$ cat src/rtl/rxs_pkg.sv
package rxs_pkg;

  localparam int unsigned DESC_WORDS  = 4;
  localparam int unsigned OWN_BIT     = 31;
  localparam int unsigned NOIRQ_BIT   = 31;
  localparam int unsigned FIRST_BIT   = 9;
  localparam int unsigned LAST_BIT    = 8;
  localparam int unsigned LEN_LO      = 16;
  localparam int unsigned LEN_FIELD_W = 14;

  typedef enum logic [2:0] {
    ST_IDLE,
    ST_FETCH,
    ST_EVAL,
    ST_FILL,
    ST_WB,
    ST_DROP,
    ST_DONE
  } rxs_state_e;

  // word 3 .. word 0 of a descriptor
  typedef struct packed {
    logic [31:0] link;
    logic [31:0] bufp;
    logic [31:0] ctl2;
    logic [31:0] ctl;
  } rxs_desc_t;

endpackage

$ cat src/rtl/rxs_desc_fetch.sv
module rxs_desc_fetch
  import rxs_pkg::*;
#(
  parameter int AW = 32
) (
  input  logic          clk,
  input  logic          rst_n,
  input  logic          go,
  input  logic [AW-1:0] base,
  output logic          rd_req,
  output logic [AW-1:0] rd_addr,
  input  logic [31:0]   rd_data,
  output logic          done,
  output rxs_desc_t     desc
);

  localparam int IDX_W = $clog2(DESC_WORDS + 1);

  logic             active_q, active_d;
  logic [IDX_W-1:0] idx_q, idx_d;
  logic [AW-1:0]    base_q, base_d;
  logic [31:0]      word_q [DESC_WORDS];
  logic [31:0]      word_d [DESC_WORDS];

  always_comb begin
    active_d = active_q;
    idx_d    = idx_q;
    base_d   = base_q;
    word_d   = word_q;
    rd_req   = 1'b0;
    done     = 1'b0;
    if (!active_q) begin
      if (go) begin
        active_d = 1'b1;
        idx_d    = '0;
        base_d   = base;
      end
    end else begin
      if (int'(idx_q) < DESC_WORDS) rd_req = 1'b1;
      if (idx_q != '0) word_d[int'(idx_q) - 1] = rd_data;
      if (int'(idx_q) == DESC_WORDS) begin
        active_d = 1'b0;
        done     = 1'b1;
      end
      idx_d = idx_q + 1'b1;
    end
  end

  assign rd_addr = base_q + (AW'(idx_q) << 2);

  always_ff @(posedge clk or negedge rst_n) begin
    if (!rst_n) begin
      active_q <= 1'b0;
      idx_q    <= '0;
      base_q   <= '0;
      for (int k = 0; k < DESC_WORDS; k++) word_q[k] <= '0;
    end else begin
      active_q <= active_d;
      idx_q    <= idx_d;
      base_q   <= base_d;
      for (int k = 0; k < DESC_WORDS; k++) word_q[k] <= word_d[k];
    end
  end

  for (genvar g = 0; g < DESC_WORDS; g++) begin : g_pack
    assign desc[g*32 +: 32] = word_q[g];
  end

endmodule

$ cat src/rtl/rxs_status_fmt.sv
module rxs_status_fmt
  import rxs_pkg::*;
#(
  parameter int LEN_W     = 14,
  parameter int SIZE_W    = 11,
  parameter int MIN_FRAME = 64,
  parameter int FCS_LEN   = 4
) (
  input  logic [SIZE_W-1:0] buf_size,
  input  logic [LEN_W-1:0]  left,
  input  logic              first,
  output logic [SIZE_W-1:0] take,
  output logic              is_last,
  output logic [31:0]       status
);

  localparam int EW = LEN_W + 2;

  logic [EW-1:0] left_x, size_x, need_x, pad_x, rep_x;

  always_comb begin
    left_x  = EW'(left);
    size_x  = EW'(buf_size);
    need_x  = left_x + EW'(FCS_LEN);
    is_last = (size_x >= need_x);
    pad_x   = (left_x < EW'(MIN_FRAME)) ? (EW'(MIN_FRAME) - left_x) : '0;
    if (is_last)              take = SIZE_W'(left);
    else if (size_x < left_x) take = buf_size;
    else                      take = SIZE_W'(left);
    rep_x = is_last ? (need_x + pad_x) : size_x;
    status = '0;
    status[LEN_LO +: LEN_FIELD_W] = LEN_FIELD_W'(rep_x);
    status[FIRST_BIT] = first;
    status[LAST_BIT]  = is_last;
  end

endmodule

$ cat src/rtl/rxs_engine.sv
module rxs_engine
  import rxs_pkg::*;
#(
  parameter int AW        = 32,
  parameter int LEN_W     = 14,
  parameter int SIZE_W    = 11,
  parameter int MIN_BUF   = 64,
  parameter int MIN_FRAME = 64,
  parameter int FCS_LEN   = 4
) (
  input  logic             clk,
  input  logic             rst_n,
  input  logic             rx_en,
  input  logic             head_wr,
  input  logic [AW-1:0]    head_addr,
  output logic [AW-1:0]    cur_desc_ptr,
  input  logic             frm_valid,
  input  logic             frm_sof,
  input  logic [LEN_W-1:0] frm_len,
  input  logic [7:0]       frm_data,
  output logic             frm_ready,
  output logic             mem_req,
  output logic             mem_we,
  output logic             mem_byte,
  output logic [AW-1:0]    mem_addr,
  output logic [31:0]      mem_wdata,
  input  logic [31:0]      mem_rdata,
  output logic             int_rx_set,
  output logic             int_nobuf_set,
  output logic             dma_start_clr
);

  // reset: asserted asynchronously, released on the clock
  logic rst_meta_q, rst_q_n;
  always_ff @(posedge clk or negedge rst_n) begin
    if (!rst_n) begin
      rst_meta_q <= 1'b0;
      rst_q_n    <= 1'b0;
    end else begin
      rst_meta_q <= 1'b1;
      rst_q_n    <= rst_meta_q;
    end
  end

  rxs_state_e        state_q, state_d;
  logic [AW-1:0]     head_q, head_d, cur_q, cur_d, start_q, start_d, daddr_q, daddr_d;
  logic [LEN_W-1:0]  left_q, left_d;
  logic [SIZE_W-1:0] cnt_q, cnt_d;
  logic              first_q, first_d, chain_q, chain_d, en_q, en_d;

  logic              fetch_go, f_req, f_done;
  logic [AW-1:0]     fetch_base, f_addr;
  rxs_desc_t         desc;
  logic [SIZE_W-1:0] take;
  logic              is_last;
  logic [31:0]       status_w;
  logic [SIZE_W-1:0] buf_size;
  logic [AW-1:0]     link_a, bufp_a;
  logic              usable;

  rxs_desc_fetch #(.AW(AW)) u_fetch (
    .clk     (clk),
    .rst_n   (rst_q_n),
    .go      (fetch_go),
    .base    (fetch_base),
    .rd_req  (f_req),
    .rd_addr (f_addr),
    .rd_data (mem_rdata),
    .done    (f_done),
    .desc    (desc)
  );

  assign buf_size = desc.ctl2[SIZE_W-1:0];
  assign link_a   = desc.link[AW-1:0];
  assign bufp_a   = desc.bufp[AW-1:0];
  assign usable   = desc.ctl[OWN_BIT] && (buf_size >= SIZE_W'(MIN_BUF));

  rxs_status_fmt #(
    .LEN_W(LEN_W), .SIZE_W(SIZE_W), .MIN_FRAME(MIN_FRAME), .FCS_LEN(FCS_LEN)
  ) u_fmt (
    .buf_size (buf_size),
    .left     (left_q),
    .first    (first_q),
    .take     (take),
    .is_last  (is_last),
    .status   (status_w)
  );

  always_comb begin
    state_d = state_q;  head_d  = head_q;   cur_d   = cur_q;
    start_d = start_q;  daddr_d = daddr_q;  left_d  = left_q;
    first_d = first_q;  chain_d = chain_q;  en_d    = en_q;
    cnt_d   = cnt_q;
    fetch_go   = 1'b0;
    fetch_base = link_a;
    frm_ready  = 1'b0;
    mem_req    = f_req;
    mem_we     = 1'b0;
    mem_byte   = 1'b0;
    mem_addr   = f_addr;
    mem_wdata  = '0;
    int_rx_set    = 1'b0;
    int_nobuf_set = 1'b0;
    dma_start_clr = 1'b0;
    case (state_q)
      ST_IDLE: begin
        if (frm_valid && frm_sof) begin
          left_d  = frm_len;
          first_d = 1'b1;
          chain_d = 1'b0;
          en_d    = rx_en;
          if (!rx_en) begin
            state_d = ST_DROP;
          end else if (cur_q == '0) begin
            int_nobuf_set = 1'b1;
            state_d       = ST_DROP;
          end else begin
            fetch_go   = 1'b1;
            fetch_base = cur_q;
            start_d    = cur_q;
            daddr_d    = cur_q;
            state_d    = ST_FETCH;
          end
        end
      end
      ST_FETCH: if (f_done) state_d = ST_EVAL;
      ST_EVAL: begin
        if (usable) begin
          cur_d   = daddr_q;
          cnt_d   = '0;
          state_d = (chain_q && left_q == '0) ? ST_DONE : ST_FILL;
        end else if (chain_q) begin
          int_nobuf_set = 1'b1;
          cur_d         = head_q;
          state_d       = ST_DROP;
        end else if (link_a == start_q || link_a == '0) begin
          int_nobuf_set = 1'b1;
          state_d       = ST_DROP;
        end else begin
          fetch_go = 1'b1;
          daddr_d  = link_a;
          state_d  = ST_FETCH;
        end
      end
      ST_FILL: begin
        frm_ready = 1'b1;
        if (frm_valid) begin
          mem_req   = 1'b1;
          mem_we    = 1'b1;
          mem_byte  = 1'b1;
          mem_addr  = bufp_a + AW'(cnt_q);
          mem_wdata = {24'h0, frm_data};
          cnt_d     = cnt_q + 1'b1;
          if (cnt_q + 1'b1 == take) state_d = ST_WB;
        end
      end
      ST_WB: begin
        mem_req    = 1'b1;
        mem_we     = 1'b1;
        mem_addr   = daddr_q;
        mem_wdata  = status_w;
        int_rx_set = !desc.ctl2[NOIRQ_BIT];
        left_d     = left_q - LEN_W'(take);
        first_d    = 1'b0;
        chain_d    = 1'b1;
        if (link_a == '0) begin
          int_nobuf_set = 1'b1;
          cur_d         = head_q;
          state_d       = ST_DROP;
        end else begin
          fetch_go = 1'b1;
          daddr_d  = link_a;
          state_d  = ST_FETCH;
        end
      end
      ST_DROP: begin
        frm_ready = (left_q != '0);
        if (left_q == '0)   state_d = en_q ? ST_DONE : ST_IDLE;
        else if (frm_valid) left_d  = left_q - 1'b1;
      end
      ST_DONE: begin
        dma_start_clr = 1'b1;
        state_d       = ST_IDLE;
      end
      default: state_d = ST_IDLE;
    endcase
    if (head_wr) begin
      head_d = head_addr;
      cur_d  = head_addr;
    end
  end

  always_ff @(posedge clk or negedge rst_q_n) begin
    if (!rst_q_n) begin
      state_q <= ST_IDLE;
      head_q  <= '0;  cur_q   <= '0;
      start_q <= '0;  daddr_q <= '0;
      left_q  <= '0;  cnt_q   <= '0;
      first_q <= 1'b0; chain_q <= 1'b0; en_q <= 1'b0;
    end else begin
      state_q <= state_d;
      head_q  <= head_d;  cur_q   <= cur_d;
      start_q <= start_d; daddr_q <= daddr_d;
      left_q  <= left_d;  cnt_q   <= cnt_d;
      first_q <= first_d; chain_q <= chain_d; en_q <= en_d;
    end
  end

  assign cur_desc_ptr = cur_q;

endmodule

$ cat config.mk
export PLATFORM = sky130hd
export DESIGN_NAME = rxs_engine
export DESIGN_NICKNAME = d
export VERILOG_FILES = /design/src/rtl/rxs_pkg.sv /design/src/rtl/rxs_desc_fetch.sv /design/src/rtl/rxs_status_fmt.sv /design/src/rtl/rxs_engine.sv
export SDC_FILE = /design/constraint.sdc
export NUM_CORES = 1
export LEC_CHECK = 0
export ABC_AREA = 1
export ABC_CLOCK_PERIOD_IN_PS = 13900
export BUFFER_PORTS_ARGS = -buffer_cell sky130_fd_sc_hd__buf_4
export CORE_AREA = 2 2 268 270
export DETAILED_ROUTE_END_ITERATION = 8
export DIE_AREA = 0 0 270 272
export GPL_TIMING_DRIVEN = 0
export PLACE_DENSITY = 0.46
export RECOVER_POWER = 100
export SLEW_MARGIN = 40
export SYNTH_ARGS = -nofsm -noshare
export SYNTH_HDL_FRONTEND = slang
export SYNTH_HIERARCHICAL = 1
export SYNTH_SLANG_ARGS = --single-unit
$ cat constraint.sdc
create_clock -name clk -period 13.9 [get_ports clk]
set_clock_uncertainty 0.2 [all_clocks]
set_input_delay 2.78 -clock clk [delete_from_list [all_inputs] [get_ports clk]]
set_output_delay 2.78 -clock clk [all_outputs]
set_load 0.01 [all_outputs]
# Word-level counts from Yosys, hierarchy flattened
# Cells that the tools add are included.
# Widths: inputs -> output; s select.
word_totals:
  memories: 0
  latch_bits: 0
  output_inout_bits: 103
  ff_bits: 325
  romBits: 0
  ram_bits: 0
classes:
  bitwise: 3
  n_div: 0
  n_shift: 0
  reduce_logical: 28
  add_sub_neg: 10
  eq_ne: 25
  n_mul: 0
  n_mux: 86
  order_cmp: 7
ops:
  columns: ["operator", "n"]
  rows:
  - ["$mux 32", 17]
  - ["$bwmux 128", 1]
  - ["$pmux 32 s2", 2]
  - ["$pmux 32 s3", 1]
  - ["$mux 14", 5]
  - ["$demux 32 s2", 1]
  - ["$logic_not 32->1", 2]
  - ["$pmux 30 s2", 1]
  - ["$mux 3", 15]
  - ["$mux 11", 4]
  - ["$pmux 14 s3", 1]
  - ["$add 32x11->32", 1]
  - ["$add 32x5->32", 1]
  - ["$eq 32x32->1", 1]
  - ["$ge 32x3->1 const B", 1]
  - ["$lt 32x1->1 const B", 1]
  - ["$not 32->32", 1]
  - ["$mux 1", 28]
  - ["$ne 2x2->1 const B", 14]
  - ["$pmux 11 s2", 1]
  - ["$pmux 3 s6", 1]
  - ["$add 14x3->15 const B", 1]
  - ["$ge 11x15->1", 1]
  - ["$add 14x14->14", 1]
  - ["33 further kinds", 56]

# Logic depth before layout (Yosys ltp)
logic_depth:
  ltp_word: 8
  ltp_mapped: 33
  mapped_depth_nobuf: 31

# By module
# Netlist, hierarchy kept.
modules_own_cells:
  columns: ["module", "n_inst", "area_each_um2", "seq_area_each_um2", "cells_each"]
  rows:
  - ["rxs_engine", 1, 11365.9, 4028.9, 1686]
  - ["rxs_desc_fetch", 1, 7402.1, 4103.9, 752]
  - ["rxs_status_fmt", 1, 2242.2, 0.0, 384]

# Least setup slack after synthesis
# Ideal clock, no wire load.
synth_timing:
  path_kind: "input port to output port"
  startpoint: "input frm_valid"
  endpoint: "output mem_addr[7]"
  path_stages: 8
  setup_slack_ns: 7.267
  t_required_ns: 10.920
  arrival_ns: 3.653
  path_cell_list: "inv_1 nor2_4 inv_1 buf_2 buf_2 a21oi_1 o21ai_0 nand3_1"
synth_via:
  elab_chain_len: 2
synth_lines:
  columns: ["item", "line", "text"]
  rows:
  - ["start: declaration", "rxs_engine.sv:17", "input logic frm_valid,"]
  - ["$mux 32", "rxs_engine.sv:147", "if (frm_valid) begin"]
  - ["$pmux 32 s2", "rxs_engine.sv:105", "case (state_q)"]
  - ["end: declaration", "rxs_engine.sv:25", "output logic [AW-1:0] mem_addr,"]
# No other way between the ends.

# Final worst setup path
# Ends and elaborated chain as after synthesis.

==> impl_metrics.tcl <==
set metrics [dict create \
    antenna_cells 0 \
    htreeDepth 2 \
    ios 195 \
    fin_crit_sh_pct 61.1 \
    yosys_warnings 6 \
    std_cell_rows 98 \
    p_leak_nw 10.7 \
    vias 18800 \
    grt_pass1_vias 18100 \
    dp_cells 3821 \
    swShare_pct 51.1 \
    post_drt_wl_per_cell_um 18.9 \
    cap_violations 8 \
    fin_util_pct 31.7 \
    drt-initial-drc-count 1490 \
    critPathSlowestCell "nor2_1" \
    violations "max-capacitance violations, max-slew violations" \
    avgSynthCellArea_um2 7.18 \
    nets 3072 \
    postCtsResizedCells 0 \
    crit_family "buffers and inverters" \
    cp-end-kind "primary output" \
    cts_buffer_depth 3 \
    rr_endpoint "left_q[10]" \
    crit_required_ns 10.92 \
    start_util_pct 27.0 \
    setup_viol 0 \
    path_max_fanout 10 \
    clk_pin_slew_ns 0.06 \
    p_per_area_nw_per_um2 252 \
    cts_hold_buf 0 \
    place_congestion 0.906 \
    die_y_um 272 \
    dpl.hpwl_um 60300 \
    hold_viol_final 0 \
    hp-start "rst_meta_q" \
    die_area_um2 73400 \
    drive_gt1_share_pct 10.6 \
    path_cells "clkbuf_1, inv_1, nor2_1, inv_1, clkbuf_1, clkbuf_1, a21oi_1, o21ai_0, nand3_1, clkbuf_1" \
    slowest_delay_ns 0.77 \
    pwr-share-comb_pct 53.0 \
    final_cells 3888 \
    wl_um 73300 \
    cts_buffers 37 \
    coreArea_um2 70800 \
    hp-class "flip-flop to flip-flop" \
    cts.sinks 274 \
    cp.arrival_ns 5.51 \
    slew_headroom_pct -38.9 \
    grt_pass1_wl_um 111000 \
    seq_power_share_pct 29.4 \
    cts-root-buf "clkbuf_16" \
    synth_cells 2662 \
    place.port_buffers 185 \
    switchingPower_w 0.00288 \
    drc 0 \
    setup_tns_ns 0 \
    crit_type "primary input to primary output" \
    drt_pass1_iterations 6 \
    grt_max_degree 37 \
    drtAntennaViolNets 0 \
    grt_use_total_pct 19.7 \
    clkPwrFrac_pct 17.6 \
    rr_startpoint "left_q[2]" \
    worstMarginPinSlew_ns 2.08 \
    grt_antenna_before_repair 0 \
    area_growth_pct 17.2 \
    ir_worst_vdd_mv 0.0932 \
    die_x_um 270 \
    reg2regPathDepth 28 \
    outcome "complete, but fails checks" \
    holdPathStages 0 \
    hold_path_end "rst_q_n" \
    insertion_delay_ns 0.58 \
    cts_setup_buffers 0 \
    slew_violations 265 \
    max_clock_freq_mhz 118 \
    cts_tree "yes" \
    startpoint_type "primary input" \
    path_buf_inv 6 \
    rsz0062_at_grt "false" \
    internal-power_w 0.00276 \
    crit_top_cell "clkbuf_1" \
    syn_area_um2 19100 \
    via_per_inst 4.82 \
    fin_crit_ns 8.49 \
    r2r_setup_slack_ns 7.01 \
    grt-ovfl-total 0 \
]
## placed cells by master (no fill, tap or decap), types with 5 or more instances in the layout
master / n
o21bai_1: 5
nor3_2: 5
o22ai_1: 8
o21ai_1: 18
a21oi_2: 15
nand3b_1: 25
inv_1: 330
nor2_2: 16
clkbuf_16: 37
nor2_1: 273
nand3_1: 138
clkbuf_4: 32
a221oi_1: 24
a21o_1: 9
nand2_1: 695
o21ai_0: 256
nand4_1: 46
xnor2_1: 13
buf_2: 23
clkbuf_8: 7
a31oi_1: 35
clkbuf_1: 162
inv_2: 11
a21oi_1: 99
clkinv_2: 6
nor3_1: 22
mux2_2: 18
dfrtp_1: 274
conb_1: 18
clkinv_1: 5
buf_6: 13
o211ai_1: 39
o21ai_2: 6
a22o_1: 9
xor2_1: 26
mux2_1: 8
nor4_1: 5
nor2_4: 5
buf_4: 89
ha_1: 67
## worst max-delay path by stage
stage                     startpoint               end  slack, ns  cells after the start
after floorplan              rst_q_n           chain_q       5.50                      0
after global placement       rst_q_n  u_fetch/desc[89]       1.66                      0
after detailed placement   frm_valid      mem_addr[14]       6.20                      6
after CTS                  frm_valid      mem_addr[13]       6.20                      6
after global routing       frm_valid      mem_addr[13]       5.28                      9
final                      frm_valid       mem_addr[7]       5.41                     10
## power by group through the flow
| stage | Sequential (W) | Clock, W | Combinational (W) |
|---|---|---|---|
| 2_1_floorplan | 0.00145 | 0 | 0.00220 |
| 3_3_place_gp | 0.00167 | 0 | 0.00314 |
| 3_5_place_dp | 0.00166 | 0 | 0.00319 |
| 4_1_cts | 0.00165 | 0.00102 | 0.00321 |
| 5_1_grt | 0.00171 | 0.00105 | 0.00338 |
| 6_report | 0.00166 | 0.000990 | 0.00299 |
## sequential cells by signal, indices dropped and copies added, names as in the netlist, 3 cells and up
register,count
daddr_q,32
head_q,32
start_q,32
left_q,14
u_fetch/desc,77
u_fetch/base_q,32
state_q,3
u_fetch/idx_q,3
cnt_q,11
cur_desc_ptr,32
## area by class of cell
type                       count  area (um2)
buffer                       122         667
clock inverter                18         214
tap                          950        1190
sequential                   274        6860
timing repair buffer         193        1100
clock buffer                  49        1040
inverter                     346        1300
fill                        7854       48300
multi-input combinational   1936       10000
## routing by layer
metal | share of wire (%) | routed length [um] | vias up | global-route usage, %
li1 | - | - | 9197 | -
met1 | 46 | 33800 | 8978 | 26.7
met2 | 46 | 34000 | 486 | 32.4
met3 | 4.7 | 3480 | 98 | 3.24
met4 | 2.7 | 1990 | 0 | 5.29
met5 | 0 | 0 | - | 0
## through the flow
| stage | total power, W | hold WS (ns) | setup WS, ns | area [um2] |
|---|---|---|---|---|
| floorplan | 0.00365 | 0.131 | 5.50 | 19200 |
| global placement | 0.00482 | 0.136 | 1.66 | 21800 |
| detailed placement | 0.00486 | 0.0621 | 6.20 | 21900 |
| CTS | 0.00588 | 0.0684 | 6.20 | 23200 |
| global route | 0.00614 | 0.157 | 5.28 | 22400 |
| finish | 0.00564 | 0.150 | 5.41 | 22400 |
Note: power is estimated with default switching activity, not from simulation.
